### src/rtl/sertx_pkg.sv
package sertx_pkg;
  typedef enum logic [1:0] {
    ST_IDLE  = 2'd0,
    ST_SHIFT = 2'd1,
    ST_BRK   = 2'd2,
    ST_REST  = 2'd3
  } tx_state_e;

  localparam logic [1:0] PAR_EVEN = 2'b01;
  localparam logic [1:0] PAR_ODD  = 2'b10;

  typedef struct packed {
    logic       len8;
    logic       mp_en;
    logic       mp_val;
    logic [1:0] par;
    logic       stop2;
  } fmt_t;
endpackage

### src/rtl/sertx_hold.sv
module sertx_hold #(
  parameter int DATA_W = 8
) (
  input  logic              clk,
  input  logic              rst_n,
  input  logic              in_valid,
  input  logic [DATA_W-1:0] in_data,
  input  logic              take,
  output logic              in_ready,
  output logic              full,
  output logic [DATA_W-1:0] q
);
  logic accept;
  assign in_ready = !full;
  assign accept   = in_valid && in_ready;

  always_ff @(posedge clk or negedge rst_n) begin
    if (!rst_n) begin
      full <= 1'b0;
      q    <= '0;
    end else begin
      if (accept) begin
        full <= 1'b1;
        q    <= in_data;
      end else if (take) begin
        full <= 1'b0;
      end
    end
  end

  // a full holding register keeps its contents until it is taken
  a_r2_full_keeps: assert property (@(posedge clk) disable iff (!rst_n)
    (full && !take) |=> (full && $stable(q)));
endmodule

### src/rtl/sertx_framer.sv
module sertx_framer
  import sertx_pkg::*;
#(
  parameter int DATA_W  = 8,
  parameter int FRAME_W = DATA_W + 5,
  parameter int CNT_W   = $clog2(FRAME_W + 1)
) (
  input  fmt_t               fmt,
  input  logic [DATA_W-1:0]  data,
  output logic [FRAME_W-1:0] frame,
  output logic [CNT_W-1:0]   nbits
);
  localparam logic [CNT_W-1:0] ONE = CNT_W'(1);
  localparam logic [CNT_W-1:0] TWO = CNT_W'(2);

  logic [CNT_W-1:0] pos;
  logic             ones;

  always_comb begin
    frame    = '1;
    frame[0] = 1'b0;
    pos      = ONE;
    ones     = 1'b0;
    for (int i = 0; i < DATA_W; i++) begin
      if ((i < DATA_W - 1) || fmt.len8) begin
        frame[pos] = data[i];
        ones       = ones ^ data[i];
        pos        = pos + ONE;
      end
    end
    if (fmt.mp_en) begin
      frame[pos] = fmt.mp_val;
      ones       = ones ^ fmt.mp_val;
      pos        = pos + ONE;
    end
    if (fmt.par == PAR_EVEN) begin
      frame[pos] = ones;
      pos        = pos + ONE;
    end else if (fmt.par == PAR_ODD) begin
      frame[pos] = !ones;
      pos        = pos + ONE;
    end
    nbits = pos + (fmt.stop2 ? TWO : ONE);
  end
endmodule

### src/rtl/sertx_shift.sv
module sertx_shift
  import sertx_pkg::*;
#(
  parameter int FRAME_W = 13,
  parameter int CNT_W   = $clog2(FRAME_W + 1),
  parameter int OVS     = 16,
  localparam int OVS_W  = $clog2(OVS)
) (
  input  logic               clk,
  input  logic               rst_n,
  input  logic               tick,
  input  logic               brk,
  input  logic               have_data,
  input  logic [FRAME_W-1:0] frame_in,
  input  logic [CNT_W-1:0]   nbits_in,
  output logic               ld,
  output logic               tx,
  output logic               busy
);
  localparam logic [OVS_W-1:0] TMAX = OVS_W'(OVS - 1);
  localparam logic [CNT_W-1:0] ONE  = CNT_W'(1);

  tx_state_e          st;
  logic [FRAME_W-1:0] sh;
  logic [CNT_W-1:0]   left;
  logic [OVS_W-1:0]   tcnt;
  logic               bit_end, last_bit, bound;

  assign bit_end  = tick && (tcnt == TMAX);
  assign last_bit = (left == ONE);
  assign bound    = (st == ST_IDLE && tick) ||
                    (st == ST_SHIFT && bit_end && last_bit) ||
                    (st == ST_REST && bit_end);
  assign ld       = bound && !brk && have_data;
  assign tx       = (st == ST_SHIFT) ? sh[0] : (st != ST_BRK);
  assign busy     = (st != ST_IDLE);

  always_ff @(posedge clk or negedge rst_n) begin
    if (!rst_n) begin
      st   <= ST_IDLE;
      sh   <= '1;
      left <= '0;
      tcnt <= '0;
    end else begin
      if (tick && (st == ST_SHIFT || st == ST_REST))
        tcnt <= bit_end ? '0 : tcnt + OVS_W'(1);
      if (st == ST_SHIFT && bit_end && !last_bit) begin
        sh   <= {1'b1, sh[FRAME_W-1:1]};
        left <= left - ONE;
      end
      if (bound) begin
        if (brk) begin
          st <= ST_BRK;
        end else if (have_data) begin
          st   <= ST_SHIFT;
          sh   <= frame_in;
          left <= nbits_in;
          tcnt <= '0;
        end else begin
          st <= ST_IDLE;
        end
      end else if (st == ST_BRK && tick && !brk) begin
        st   <= ST_REST;
        tcnt <= '0;
      end
    end
  end

  // a break that is still requested keeps the block in break
  a_r9_break_holds: assert property (@(posedge clk) disable iff (!rst_n)
    (st == ST_BRK && brk) |=> (st == ST_BRK));
endmodule

### src/rtl/sertx_core.sv
module sertx_core
  import sertx_pkg::*;
#(
  parameter int DATA_W = 8,
  parameter int OVS    = 16
) (
  input  logic              clk,
  input  logic              rst_n,
  input  logic              tick,
  input  logic              len8,
  input  logic              mp_en,
  input  logic              mp_val,
  input  logic [1:0]        par_mode,
  input  logic              stop2,
  input  logic              brk,
  input  logic              in_valid,
  input  logic [DATA_W-1:0] in_data,
  output logic              in_ready,
  output logic [DATA_W-1:0] hold_q,
  output logic              hold_empty,
  output logic              busy,
  output logic              tx
);
  localparam int FRAME_W = DATA_W + 5;
  localparam int CNT_W   = $clog2(FRAME_W + 1);

  fmt_t               fmt;
  logic               hold_full, ld;
  logic [FRAME_W-1:0] frame;
  logic [CNT_W-1:0]   nbits;

  assign fmt        = '{len8: len8, mp_en: mp_en, mp_val: mp_val, par: par_mode, stop2: stop2};
  assign hold_empty = !hold_full;

  sertx_hold #(.DATA_W(DATA_W)) u_hold (
    .clk(clk), .rst_n(rst_n), .in_valid(in_valid), .in_data(in_data),
    .take(ld), .in_ready(in_ready), .full(hold_full), .q(hold_q)
  );

  sertx_framer #(.DATA_W(DATA_W), .FRAME_W(FRAME_W), .CNT_W(CNT_W)) u_framer (
    .fmt(fmt), .data(hold_q), .frame(frame), .nbits(nbits)
  );

  sertx_shift #(.FRAME_W(FRAME_W), .CNT_W(CNT_W), .OVS(OVS)) u_shift (
    .clk(clk), .rst_n(rst_n), .tick(tick), .brk(brk), .have_data(hold_full),
    .frame_in(frame), .nbits_in(nbits), .ld(ld), .tx(tx), .busy(busy)
  );

  // a load only happens when a character is waiting
  a_r6_load_needs_data: assert property (@(posedge clk) disable iff (!rst_n)
    ld |-> hold_full);
  // a load is followed by the low start bit
  a_r3_start_after_load: assert property (@(posedge clk) disable iff (!rst_n)
    ld |=> !tx);
  // the line is high whenever the block is not busy
  a_r1_idle_high: assert property (@(posedge clk) disable iff (!rst_n)
    !busy |-> tx);
  // a low line implies busy
  a_r11_low_busy: assert property (@(posedge clk) disable iff (!rst_n)
    !tx |-> busy);
  // the line moves only on a tick
  a_r5_tx_on_tick: assert property (@(posedge clk) disable iff (!rst_n)
    !tick |=> $stable(tx));
endmodule

### config.mk
export PLATFORM = sky130hd
export DESIGN_NAME = sertx_core
export DESIGN_NICKNAME = d
export VERILOG_FILES = /design/src/rtl/sertx_pkg.sv /design/src/rtl/sertx_hold.sv /design/src/rtl/sertx_framer.sv /design/src/rtl/sertx_shift.sv /design/src/rtl/sertx_core.sv
export SDC_FILE = /design/constraint.sdc
export NUM_CORES = 1
export LEC_CHECK = 0
export ABC_AREA = 0
export ABC_CLOCK_PERIOD_IN_PS = 3600
export BUFFER_PORTS_ARGS = -buffer_cell sky130_fd_sc_hd__buf_2
export CORE_MARGIN = 3
export CORE_UTILIZATION = 60
export DETAILED_ROUTE_END_ITERATION = 12
export PLACE_DENSITY_LB_ADDON = 0.15
export SETUP_SLACK_MARGIN = 0.2
export SLEW_MARGIN = 20
export SYNTH_ARGS = -nofsm -noshare
export SYNTH_HDL_FRONTEND = slang
export SYNTH_SLANG_ARGS = --single-unit
### constraint.sdc
create_clock -name clk -period 3.6 [get_ports clk]
set_input_delay 0.18 -clock clk [delete_from_list [all_inputs] [get_ports clk]]
set_output_delay 0.18 -clock clk [all_outputs]
set_load 0.1 [all_outputs]
==> results of run 1 <==
[area by class of cell]
cell class                      count  area share, %
Timing Repair Buffer               32           7.77
Inverter                           10           1.74
Multi-Input combinational cell    135           45.8
Tap cell                           42           2.44
Sequential cell                    32           37.9
Clock inverter                      1           1.39
Clock buffer                        7           3.02
[registers in the layout (all words and copies together), names as in the netlist]
register and flops:
u_shift.left 4, u_hold.q 8, u_shift.st 2, u_shift.sh 13, u_hold.full 1, u_shift.tcnt 4
[where the power goes]
group          leakage [nW]  switching [mW]  internal [mW]
sequential            0.358           0.140          0.554
combinational         0.540           0.736          0.414
clock                0.0515           0.122          0.184
[cells in the mapped netlist]
| cell type | count | area, µm² |
|---|---|---|
| dfrtp_1 | 19 | 475 |
| nand2_1 | 19 | 71.3 |
| nor2_1 | 14 | 52.6 |
| dfstp_2 | 13 | 342 |
| o21ai_0 | 12 | 60.1 |
| mux2i_1 | 11 | 110 |
| inv_1 | 10 | 37.5 |
| mux2_2 | 10 | 113 |
| a21oi_1 | 8 | 40.0 |
| xnor2_1 | 8 | 70.1 |
| ha_1 | 7 | 87.6 |
| nor3_1 | 6 | 30.0 |
| xor2_1 | 5 | 43.8 |
| and3_1 | 3 | 18.8 |
| buf_4 | 3 | 22.5 |
| clkbuf_1 | 3 | 11.3 |
| nor2b_1 | 3 | 18.8 |
| a211oi_1 | 2 | 15.0 |
| nand3_1 | 2 | 10.0 |
| o21a_1 | 2 | 15.0 |
| a21o_1 | 1 | 7.51 |
| a2bb2oi_1 | 1 | 8.76 |
| a31o_2 | 1 | 8.76 |
| a31oi_1 | 1 | 6.26 |
| a32oi_1 | 1 | 8.76 |
| a41oi_2 | 1 | 16.3 |
| and2_1 | 1 | 6.26 |
| buf_2 | 1 | 5.00 |
| fa_1 | 1 | 20.0 |
| maj3_1 | 1 | 10.0 |
| mux2_4 | 1 | 15.0 |
| nand2b_1 | 1 | 6.26 |
| nand3b_1 | 1 | 7.51 |
| nand4_1 | 1 | 6.26 |
| nor3b_1 | 1 | 7.51 |
| nor4_4 | 1 | 21.3 |
| o211a_1 | 1 | 10.0 |
| o21ai_1 | 1 | 5.00 |
| o21bai_1 | 1 | 7.51 |
| o22ai_1 | 1 | 6.26 |
| o31ai_1 | 1 | 7.51 |
| or3_1 | 1 | 6.26 |
| or3b_2 | 1 | 8.76 |
| xnor3_2 | 1 | 23.8 |
[per-layer routing]
layer  GRT usage, %  wire, µm  up-vias
met4           9.09        53        0
met1           26.2      1600      666
met3           6.61       224        5
met5              0         0        -
met2           37.7      1800       49
li1               -         -      704
[cell usage in the layout, fill, tap and decap left out, types with 2 or more instances in the layout]
cell	Yosys	routed
a211oi_1	2	2
a21oi_1	8	8
and3_1	3	3
buf_2	1	30
clkbuf_4	0	5
clkbuf_8	0	2
dfrtp_1	19	19
dfstp_2	13	13
ha_1	7	7
inv_1	10	10
mux2_2	10	10
mux2i_1	11	11
nand2_1	19	19
nand3_1	2	2
nor2_1	14	14
nor2b_1	3	3
nor3_1	6	6
o21a_1	2	2
o21ai_0	12	12
xnor2_1	8	8
xor2_1	5	5
[repair_timing]
item	4_1_cts	5_1_grt
endpoints found under the hold margin	19	0
hold buffers	1	0
endpoints found under the setup margin	0	0
setup buffers	0	0
[per-stage QoR]
| stage | util, % | total power [mW] | area, µm² | instances |
|---|---|---|---|---|
| finish | 75.0 | 2.15 | 2160 | 259 |
| global route | 75.0 | 2.28 | 2160 | 259 |
| CTS | 75.0 | 2.16 | 2160 | 259 |
| detailed placement | 71.3 | 1.85 | 2050 | 250 |
| global placement | 71.3 | 1.81 | 2050 | 250 |
| floorplan | - | 1.65 | 1880 | 184 |
[final timing paths]
path | start | end | slack (ps) | cells after the start
max in group asynchronous | rst_n | u_shift.tcnt[0]$_DFF_PN0_ | 2740 | 2
setup / recovery | u_shift.left[1]$_DFF_PN0_ | u_shift.sh[8]$_DFF_PN1_ | 1090 | 7
hold reg to reg | u_shift.sh[1]$_DFF_PN1_ | u_shift.sh[0]$_DFF_PN1_ | 550 | 2
min in group asynchronous | rst_n | u_shift.tcnt[1]$_DFF_PN0_ | 430 | 2
hold / removal | in_data[3] | u_hold.q[3]$_DFFE_PN0P_ | 80 | 2
setup reg to reg | u_shift.left[1]$_DFF_PN0_ | u_shift.sh[8]$_DFF_PN1_ | 1090 | 7
[critical path: stages, from the launching register on]
cell	delay [ps]
dfrtp_1	410
inv_1	90
ha_1	170
nor3b_1	480
o211a_1	260
o21a_1	670
and3_1	270
a211oi_1	50
[kinds of logic (layout without fill, tap and decap cells)]
kind of cell / Yosys count / after routing / synth area share [%]
compound gates: 35 / 35 / 11.8
flops: 32 / 32 / 43.4
buf+inv: 17 / 50 / 4.06
xor+xnor: 14 / 14 / 7.32
simple gates: 55 / 55 / 14.4
mux: 22 / 22 / 12.6
fa+ha+maj: 9 / 9 / 6.25
==> results.md, run 1 <==
- Outcome: finished, final reports clean
- Fin crit period: 2510 ps
- Die Area: 0.00384 mm²
- Rel. slew slack: 45.4%
- Initial DRT Pass Iterations: 4
- Final Hold Fails: 0
- Tightest Pin Transition: 819 ps
- ANT cells: 0
- CTS tree: built
- Yosys Warn Count: 0
- IO buf count: 30
- Io pins: 31
- Number of synthesized register bits: 32
- Mapped Area: 0.00188 mm²
- Unique masters post-synth: 44
- First-pass GRT wire length: 6.19 mm
- GRT overflow: 0
- RSZ-0062 raised after global routing: false
- Sink Count: 32
- Drc violations: 0
- Nature of the critical path endpoint: flip-flop
- Pwr per Cell Area: 997 mW/mm²
- Fin nets: 243
- DP HPWL: 2.77 mm
- CTS Buf Count: 5
- Vias per cell: 5.50
- Leak pwr: 0.949 nW
- Setup ws final: 1090 ps
- H-tree depth: 2
- Register area share after synthesis: 43.4%
- Hold Path Class: input pin to flip-flop
- Final slew viol count: 0
- WL per Instance: 14.2 µm
- Critical Path AT: 2730 ps
- Reg area: 817 µm²
- Antenna-violating nets left: 0
- DIE WIDTH: 62.0 µm
- Crit path required time: 3820 ps
- Clock latency on the worst-skew pair: 330 ps
- Crit Path Max Fanout: 29
- Mapped Nets: 211
- Detailed Route Iter0 Violations: 134
- Routed Wire Length: 3.68 mm
- P&R area growth vs syn: 14.7%
- Endpoints failing setup: 0
- Layout Skew: 4.97 ps
- Core ar.: 0.00288 mm²
- Initial antenna violation count: 0
- Row count: 19
- Hold slack: 77.2 ps
- Fillers: 197
- Post-route clock period utilization: 69.7%
- Avg Cell Area, Syn: 10.2 µm²
- GRT Overall Usage: 22.2%
- Cells after Synth: 184
- Max IR drop VDD: 814 µV
- Multi-input logic area: 987 µm²
- Root Driver: clkbuf_4
- Pre-CTS setup slack: 1120 ps
- Post-CTS sizing: 0
- Clock Path Buffers: 2
- Layout cells sized above 1: 31.3%
- Setup CP Type: flip-flop to flip-flop
- Largest net degree at the start of global routing: 33
- Number of global-route vias before repair: 1446
- Initial Util: 65.4%
- Fmax: 0.398 GHz
- Clock-pin slew on the worst setup and hold paths: 100 ps
- Max-Cap Viols: 0
- Die H: 62.0 µm
- Vias: 1424
- Crit path launch type: flip-flop
- RePlAce Congestion: 0.948
- Setup TNS: 0 ps
Power figures use the tool's default switching activity.
==> run 2: changes to the inputs <==
ABC_CLOCK_PERIOD_IN_PS = 2420   (was 3600)
CORE_UTILIZATION = 56   (was 60)
clock period = 2.42 ns   (was 3.6 ns; I/O delays follow)
==> run 2 against run 1 <==
  * Combinational power increased by 50%
  * Non-clock buffer count increased by 1
  * Worst hold slack worse by 54 ps
  * First-iteration DRC count shrank 36%
  * Maximum frequency grew 27%
  * Die area rose by 6.4%
  * Final area up 0.12%
  * Flip-flop and latch count unchanged
  * Sequential power is 50% higher
  * Critical endpoint is now u_shift.sh[12]$_DFF_PN1_
  * Largest cell class unchanged
  * Largest power group unchanged
  * Highest routed layer unchanged
==> results.md, run 2 (synthesis gave the netlist of run 1 again) <==
- Fin crit period: 1980 ps
- Post-route clock period utilization: 82.0%
- Pwr per Cell Area: 1420 mW/mm²
- Vias per cell: 5.31
- Leak pwr: 0.935 nW
- Layout cells sized above 1: 34.4%
- Nature of the critical path endpoint: flip-flop
- Layout Skew: 9.69 ps
- Outcome: finished, final reports clean
- Hold Path Class: input pin to flip-flop
- Tightest Pin Transition: 681 ps
- First-pass GRT wire length: 6.02 mm
- Initial DRT Pass Iterations: 4
- Row count: 20
- Hold slack: 23.4 ps
- RSZ-0062 raised after global routing: false
- Routed Wire Length: 3.40 mm
- Crit path required time: 2680 ps
- Fillers: 250
- Initial antenna violation count: 0
- Root Driver: clkbuf_4
- CTS tree: built
- H-tree depth: 2
- Number of global-route vias before repair: 1446
- Top Registers: u_shift.sh (13), u_hold.q (8)
- Setup ws final: 436 ps
- Core ar.: 0.00313 mm²
- ANT cells: 0
- Io pins: 31
- Final slew viol count: 0
- DP HPWL: 2.68 mm
- WL per Instance: 13.0 µm
- Crit Path Max Fanout: 18
- Clock-pin slew on the worst setup and hold paths: 90 ps
- Setup CP Type: flip-flop to flip-flop
- Rel. slew slack: 54.6%
- Number of flip-flops in the largest register: 13
- Commonest non-fill, non-tap cell in the layout: buf_2
- Register bank with the most flops: u_shift.sh
- RePlAce Congestion: 0.778
- Pre-CTS setup slack: 218 ps
- Clock Path Buffers: 2
- CTS Buf Count: 5
- Final Hold Fails: 0
- Critical Path AT: 2240 ps
- Setup TNS: 0 ps
- Sink Count: 32
- Fin nets: 244
- Most frequent cells in the layout: buf_2 (30), nand2_1 (19), nor2_1 (14), dfrtp_1 (14), dfstp_2 (13)
- Endpoints failing setup: 0
- Max-Cap Viols: 0
- GRT Overall Usage: 18.6%
- DIE WIDTH: 64.0 µm
- Detailed Route Iter0 Violations: 86
- Die Area: 0.00409 mm²
- Antenna-violating nets left: 0
- Die H: 64.0 µm
- P&R area growth vs syn: 14.8%
- Max IR drop VDD: 1380 µV
- IO buf count: 30
- GRT overflow: 0
- Fmax: 0.504 GHz
- Crit path launch type: flip-flop
- Vias: 1392
- Clock latency on the worst-skew pair: 320 ps
- Setup bufs post-CTS: 0
- Largest net degree at the start of global routing: 33
- Drc violations: 0
- Initial Util: 60.1%
[run 2: where the power goes]
group	total [mW]	switching, mW	leakage (nW)	internal (mW)
combinational	1.72	1.10	0.550	0.622
clock	0.310	0.166	0.0326	0.143
sequential	1.04	0.210	0.352	0.833
[run 2: final timing paths]
| kind | start | to | slack, ps | depth (start not counted) |
|---|---|---|---|---|
| max in group asynchronous | rst_n | u_hold.q[7]$_DFFE_PN0P_ | 1570 | 2 |
| hold / removal | in_data[6] | u_hold.q[6]$_DFFE_PN0P_ | 20 | 2 |
| min in group asynchronous | rst_n | u_shift.st[1]$_DFFE_PN0P_ | 360 | 2 |
| setup / recovery | u_shift.left[0]$_DFF_PN0_ | u_shift.sh[12]$_DFF_PN1_ | 440 | 6 |
| hold reg to reg | u_shift.sh[0]$_DFF_PN1_ | u_shift.sh[0]$_DFF_PN1_ | 540 | 2 |
| setup reg to reg | u_shift.left[0]$_DFF_PN0_ | u_shift.sh[12]$_DFF_PN1_ | 440 | 6 |
[run 2: critical path, cell delays in order (launching register included)]
cell and delay (ps):
dfrtp_1 440, ha_1 230, nor3b_2 180, o211a_1 250, o21a_2 300, buf_12 180
or3_1 340
[run 2: per-layer routing]
layer / vias up / wire length, µm / track usage (%)
met3: 7 / 186 / 4.04
met4: 0 / 60 / 7.28
met2: 36 / 1630 / 32.9
met5: - / 0 / 0
met1: 646 / 1530 / 21.7
li1: 703 / - / -
[run 2: final cells by class]
cell class              instances  area [µm²]  area share (%)
flip-flops and latches         32         823            38.1
multi-input cells             135         997            46.2
inverters                      10        37.5            1.74
repair buffers                 33         188            8.69
clock buffers                   8        58.8            2.72
well taps                      44        55.1            2.55
[run 2: what timing repair did]
item,4_1_cts,5_1_grt
endpoints found under the setup margin,4,1
endpoints found under the hold margin,19,0
hold buffers,1,0
resized for setup,1,1
[run 2: stage by stage]
stage / cells / cell area [µm²] / utilization (%) / power (mW)
after floorplan: 184 / 1890 / - / 2.47
after global placement: 253 / 2080 / 66.6 / 2.73
after detailed placement: 253 / 2080 / 66.6 / 2.78
after CTS: 262 / 2160 / 69.0 / 3.10
after global routing: 262 / 2160 / 69.0 / 3.28
final: 262 / 2160 / 69.0 / 3.07
==> run 3: changes to the inputs <==
ABC_AREA = 1   (was 0)
ABC_CLOCK_PERIOD_IN_PS = 1900   (was 2420)
CORE_UTILIZATION = 57   (was 56)
clock period = 1.9 ns   (was 2.42 ns; I/O delays follow)
==> run 3 against run 2 <==
  * Area after synthesis increased by 8.1%
  * Flip-flop and latch count stayed put
  * Die area rose by 5.6%
  * Final area increased by 18%
  * Global-route usage rose by 2.8 points
  * Combinational power increased by 42%
  * Non-clock buffer count up 22
  * Sequential share of layout area shrank 5.6 points
  * Largest cell class unchanged
  * Cell count up 42%
  * Wire length grew 25%
  * Via count increased by 33%
==> results.md, run 3 <==
- Cell count along the critical path: 9
- Post-Place Cell Area: 0.00227 mm²
- Worst-path cell chain: ha_2 > nand3_4 > nor3_4 > nand2_2 > o21ai_4 > nand2_4 > buf_4 > nor4_4 > nor2_2
- Mapped Nets: 297
- Io pins: 31
- Family with the most delay on the worst path: simple AND/OR/NAND/NOR gates
- Crit Path Max Fanout: 5
- Outcome: finished, final reports clean
- Largest stage delay on the critical path: 370 ps
- Layout Skew: 8.92 ps
- H-tree depth: 2
- Total power: 4.19 mW
- Crit path required time: 2130 ps
- Antenna-violating nets left: 0
- Routed Wire Length: 4.25 mm
- Die Area: 0.00432 mm²
- Synth area leaders: dfrtp_1 (23%), dfstp_2 (17%), nand2_1 (13%)
- Endpoints failing setup: 0
- Commonest non-fill, non-tap cell in the layout: nand2_1
- Leak pwr: 1.34 nW
- Initial DRT Pass Iterations: 4
- Root Driver: clkbuf_4
- Pint: 1.96 mW
- Nature of the critical path endpoint: flip-flop
- Mapped Area: 0.00203 mm²
- Initial Util: 60.0%
- Setup CP Type: flip-flop to flip-flop
- Clock Path Buffers: 2
- Setup TNS: 0 ps
- Setup ws final: 193 ps
- Most frequent cell after synthesis: nand2_1
- Vias: 1854
- Yosys Warn Count: 0
- DIE WIDTH: 65.7 µm
- Asr flop ratio synth: 100%
- WHS Path Cells: 3
- Max-Cap Viols: 0
- Drc violations: 0
- Largest net degree at the start of global routing: 33
- Vias per cell: 4.98
- Core ar.: 0.00339 mm²
- Final Hold Fails: 0
- Unique masters post-synth: 32
- RePlAce Congestion: 0.846
- WL per Instance: 11.4 µm
- Power share of the sequential group: 30.9%
- Fillers: 259
- DP HPWL: 2.91 mm
- Sink Count: 32
- Placed insts: 347
- Fin nets: 352
- Combinational Power Share: 58.4%
- Clock latency on the worst-skew pair: 340 ps
- RSZ-0062 raised after global routing: true
- Post-route clock period utilization: 89.9%
- Detailed Route Iter0 Violations: 87
- Number of synthesized register bits: 32
- Yosys top cell area share: 23.4%
- Switching Share: 53.2%
- Hold Path Class: input pin to flip-flop
- Clock-pin slew on the worst setup and hold paths: 100 ps
- Final Util: 75.1%
- Final instance area: 0.00255 mm²
- Finished Layout Cells: 372
- Die H: 65.7 µm
- CTS Buf Count: 5
- Top Registers: u_shift.sh (13), u_hold.q (8)
- Layout cells sized above 1: 31.0%
- GRT Overall Usage: 21.4%
- Crit path launch type: flip-flop
- Most frequent cells in the layout: nand2_1 (66), inv_1 (40), buf_2 (30)
- Tightest Pin Transition: 680 ps
- Cells after Synth: 270
- Pre-CTS setup slack: 79.8 ps
- Initial antenna violation count: 0
- GRT overflow: 0
- Number of flip-flops in the largest register: 13
- First-pass GRT wire length: 7.02 mm
- Synth area leader: dfrtp_1
- Number of global-route vias before repair: 1686
- Crit path buf inv count: 1
- ANT cells: 0
- FF-to-FF path depth: 9
- Critical Path AT: 1940 ps
- P&R area growth vs syn: 25.2%
- Commonest cells post-synth: nand2_1 (70), inv_1 (41), nor2_1 (23)
- Fmax: 0.586 GHz
- Avg Cell Area, Syn: 7.53 µm²
- Post-synth EDFFs: 0
- Rel. slew slack: 54.7%
- Psw: 2.23 mW
- CTS tree: built
- Pwr per Cell Area: 1650 mW/mm²
- Fin crit period: 1710 ps
- Hold slack: 38.2 ps
- Register bank with the most flops: u_shift.sh
- Max IR drop VDD: 1470 µV
- Register area share after synthesis: 40.2%
- Crit-path slowest cell: dfrtp_1
- Main synth FF type: dfrtp_1
- IO buf count: 30
- Clock share of power: 10.7%
- Row count: 21
- Final slew viol count: 0
-- run 3: cell count changes after synthesis, sizes merged, moves of 11 or more --
cell | previous run | this run
nand2 | 19 | 72
mux2i | 11 | 0
o21ai | 13 | 25
inv | 10 | 45
nand3 | 2 | 17
-- run 3: repair_timing --
item / 4_1_cts / 5_1_grt
endpoints found under the setup margin: 11 / 21
hold endpoints to repair: 26 / 0
pin swaps: 3 / 5
buffers inserted: 4 / 4
gates cloned: 0 / 1
hold buffers: 8 / 0
resized for setup: 4 / 14
-- run 3: final cells by class --
class | instances | area (µm²) | share of cell area (%)
clock buffer | 8 | 68.8 | 2.70
timing repair buffer | 55 | 373 | 14.6
inverter | 45 | 175 | 6.88
sequential | 32 | 827 | 32.5
multi-input combinational | 186 | 1040 | 41.0
tap | 46 | 57.6 | 2.26
-- run 3: final timing paths --
path / slack [ps] / start / end
max: 190 / u_shift.tcnt[0]$_DFF_PN0_ / u_shift.left[3]$_DFF_PN0_
min: 40 / brk / u_shift.st[1]$_DFFE_PN0P_
max reg2reg: 190 / u_shift.tcnt[0]$_DFF_PN0_ / u_shift.left[3]$_DFF_PN0_
min reg2reg: 500 / u_shift.sh[12]$_DFF_PN1_ / u_shift.sh[12]$_DFF_PN1_
max in group asynchronous: 1090 / rst_n / u_hold.q[7]$_DFFE_PN0P_
min in group asynchronous: 310 / rst_n / u_shift.tcnt[2]$_DFF_PN0_
-- run 3: cells by family (layout without fill, tap and decap cells) --
| family | count (synthesis) | count (layout) | synth area share (%) |
|---|---|---|---|
| flops | 32 | 32 | 40.2 |
| compound gates | 49 | 49 | 13.5 |
| simple gates | 121 | 122 | 26.3 |
| xor+xnor | 6 | 6 | 2.58 |
| buf+inv | 53 | 108 | 11.6 |
| mux | 1 | 1 | 0.554 |
| fa+ha+maj | 8 | 8 | 5.29 |
-- run 3: worst reg2reg max path: stages (launching register included) --
cell	delay (ps)
dfrtp_1	370
ha_2	210
nand3_4	80
nor3_4	220
nand2_2	120
o21ai_4	120
nand2_4	110
buf_4	180
nor4_4	140
nor2_2	60
-- run 3: power groups by stage --
| stage | sequential (mW) | combinational, mW | clock [mW] |
|---|---|---|---|
| 2_1_floorplan | 1.85 | 1.34 | 0 |
| 3_3_place_gp | 1.29 | 2.27 | 0 |
| 3_5_place_dp | 1.30 | 2.29 | 0 |
| 4_1_cts | 1.28 | 2.36 | 0.459 |
| 5_1_grt | 1.35 | 2.70 | 0.487 |
| 6_report | 1.30 | 2.45 | 0.449 |
-- run 3: per-layer routing --
metal	track usage (%)	share of wire [%]	routed length (µm)	vias up
met3	4.10	3.8	160	9
met4	11.4	2.6	109	0
met2	36.5	49	2090	43
met1	25.2	44	1890	834
met5	0	0	0	-
li1	-	-	-	968
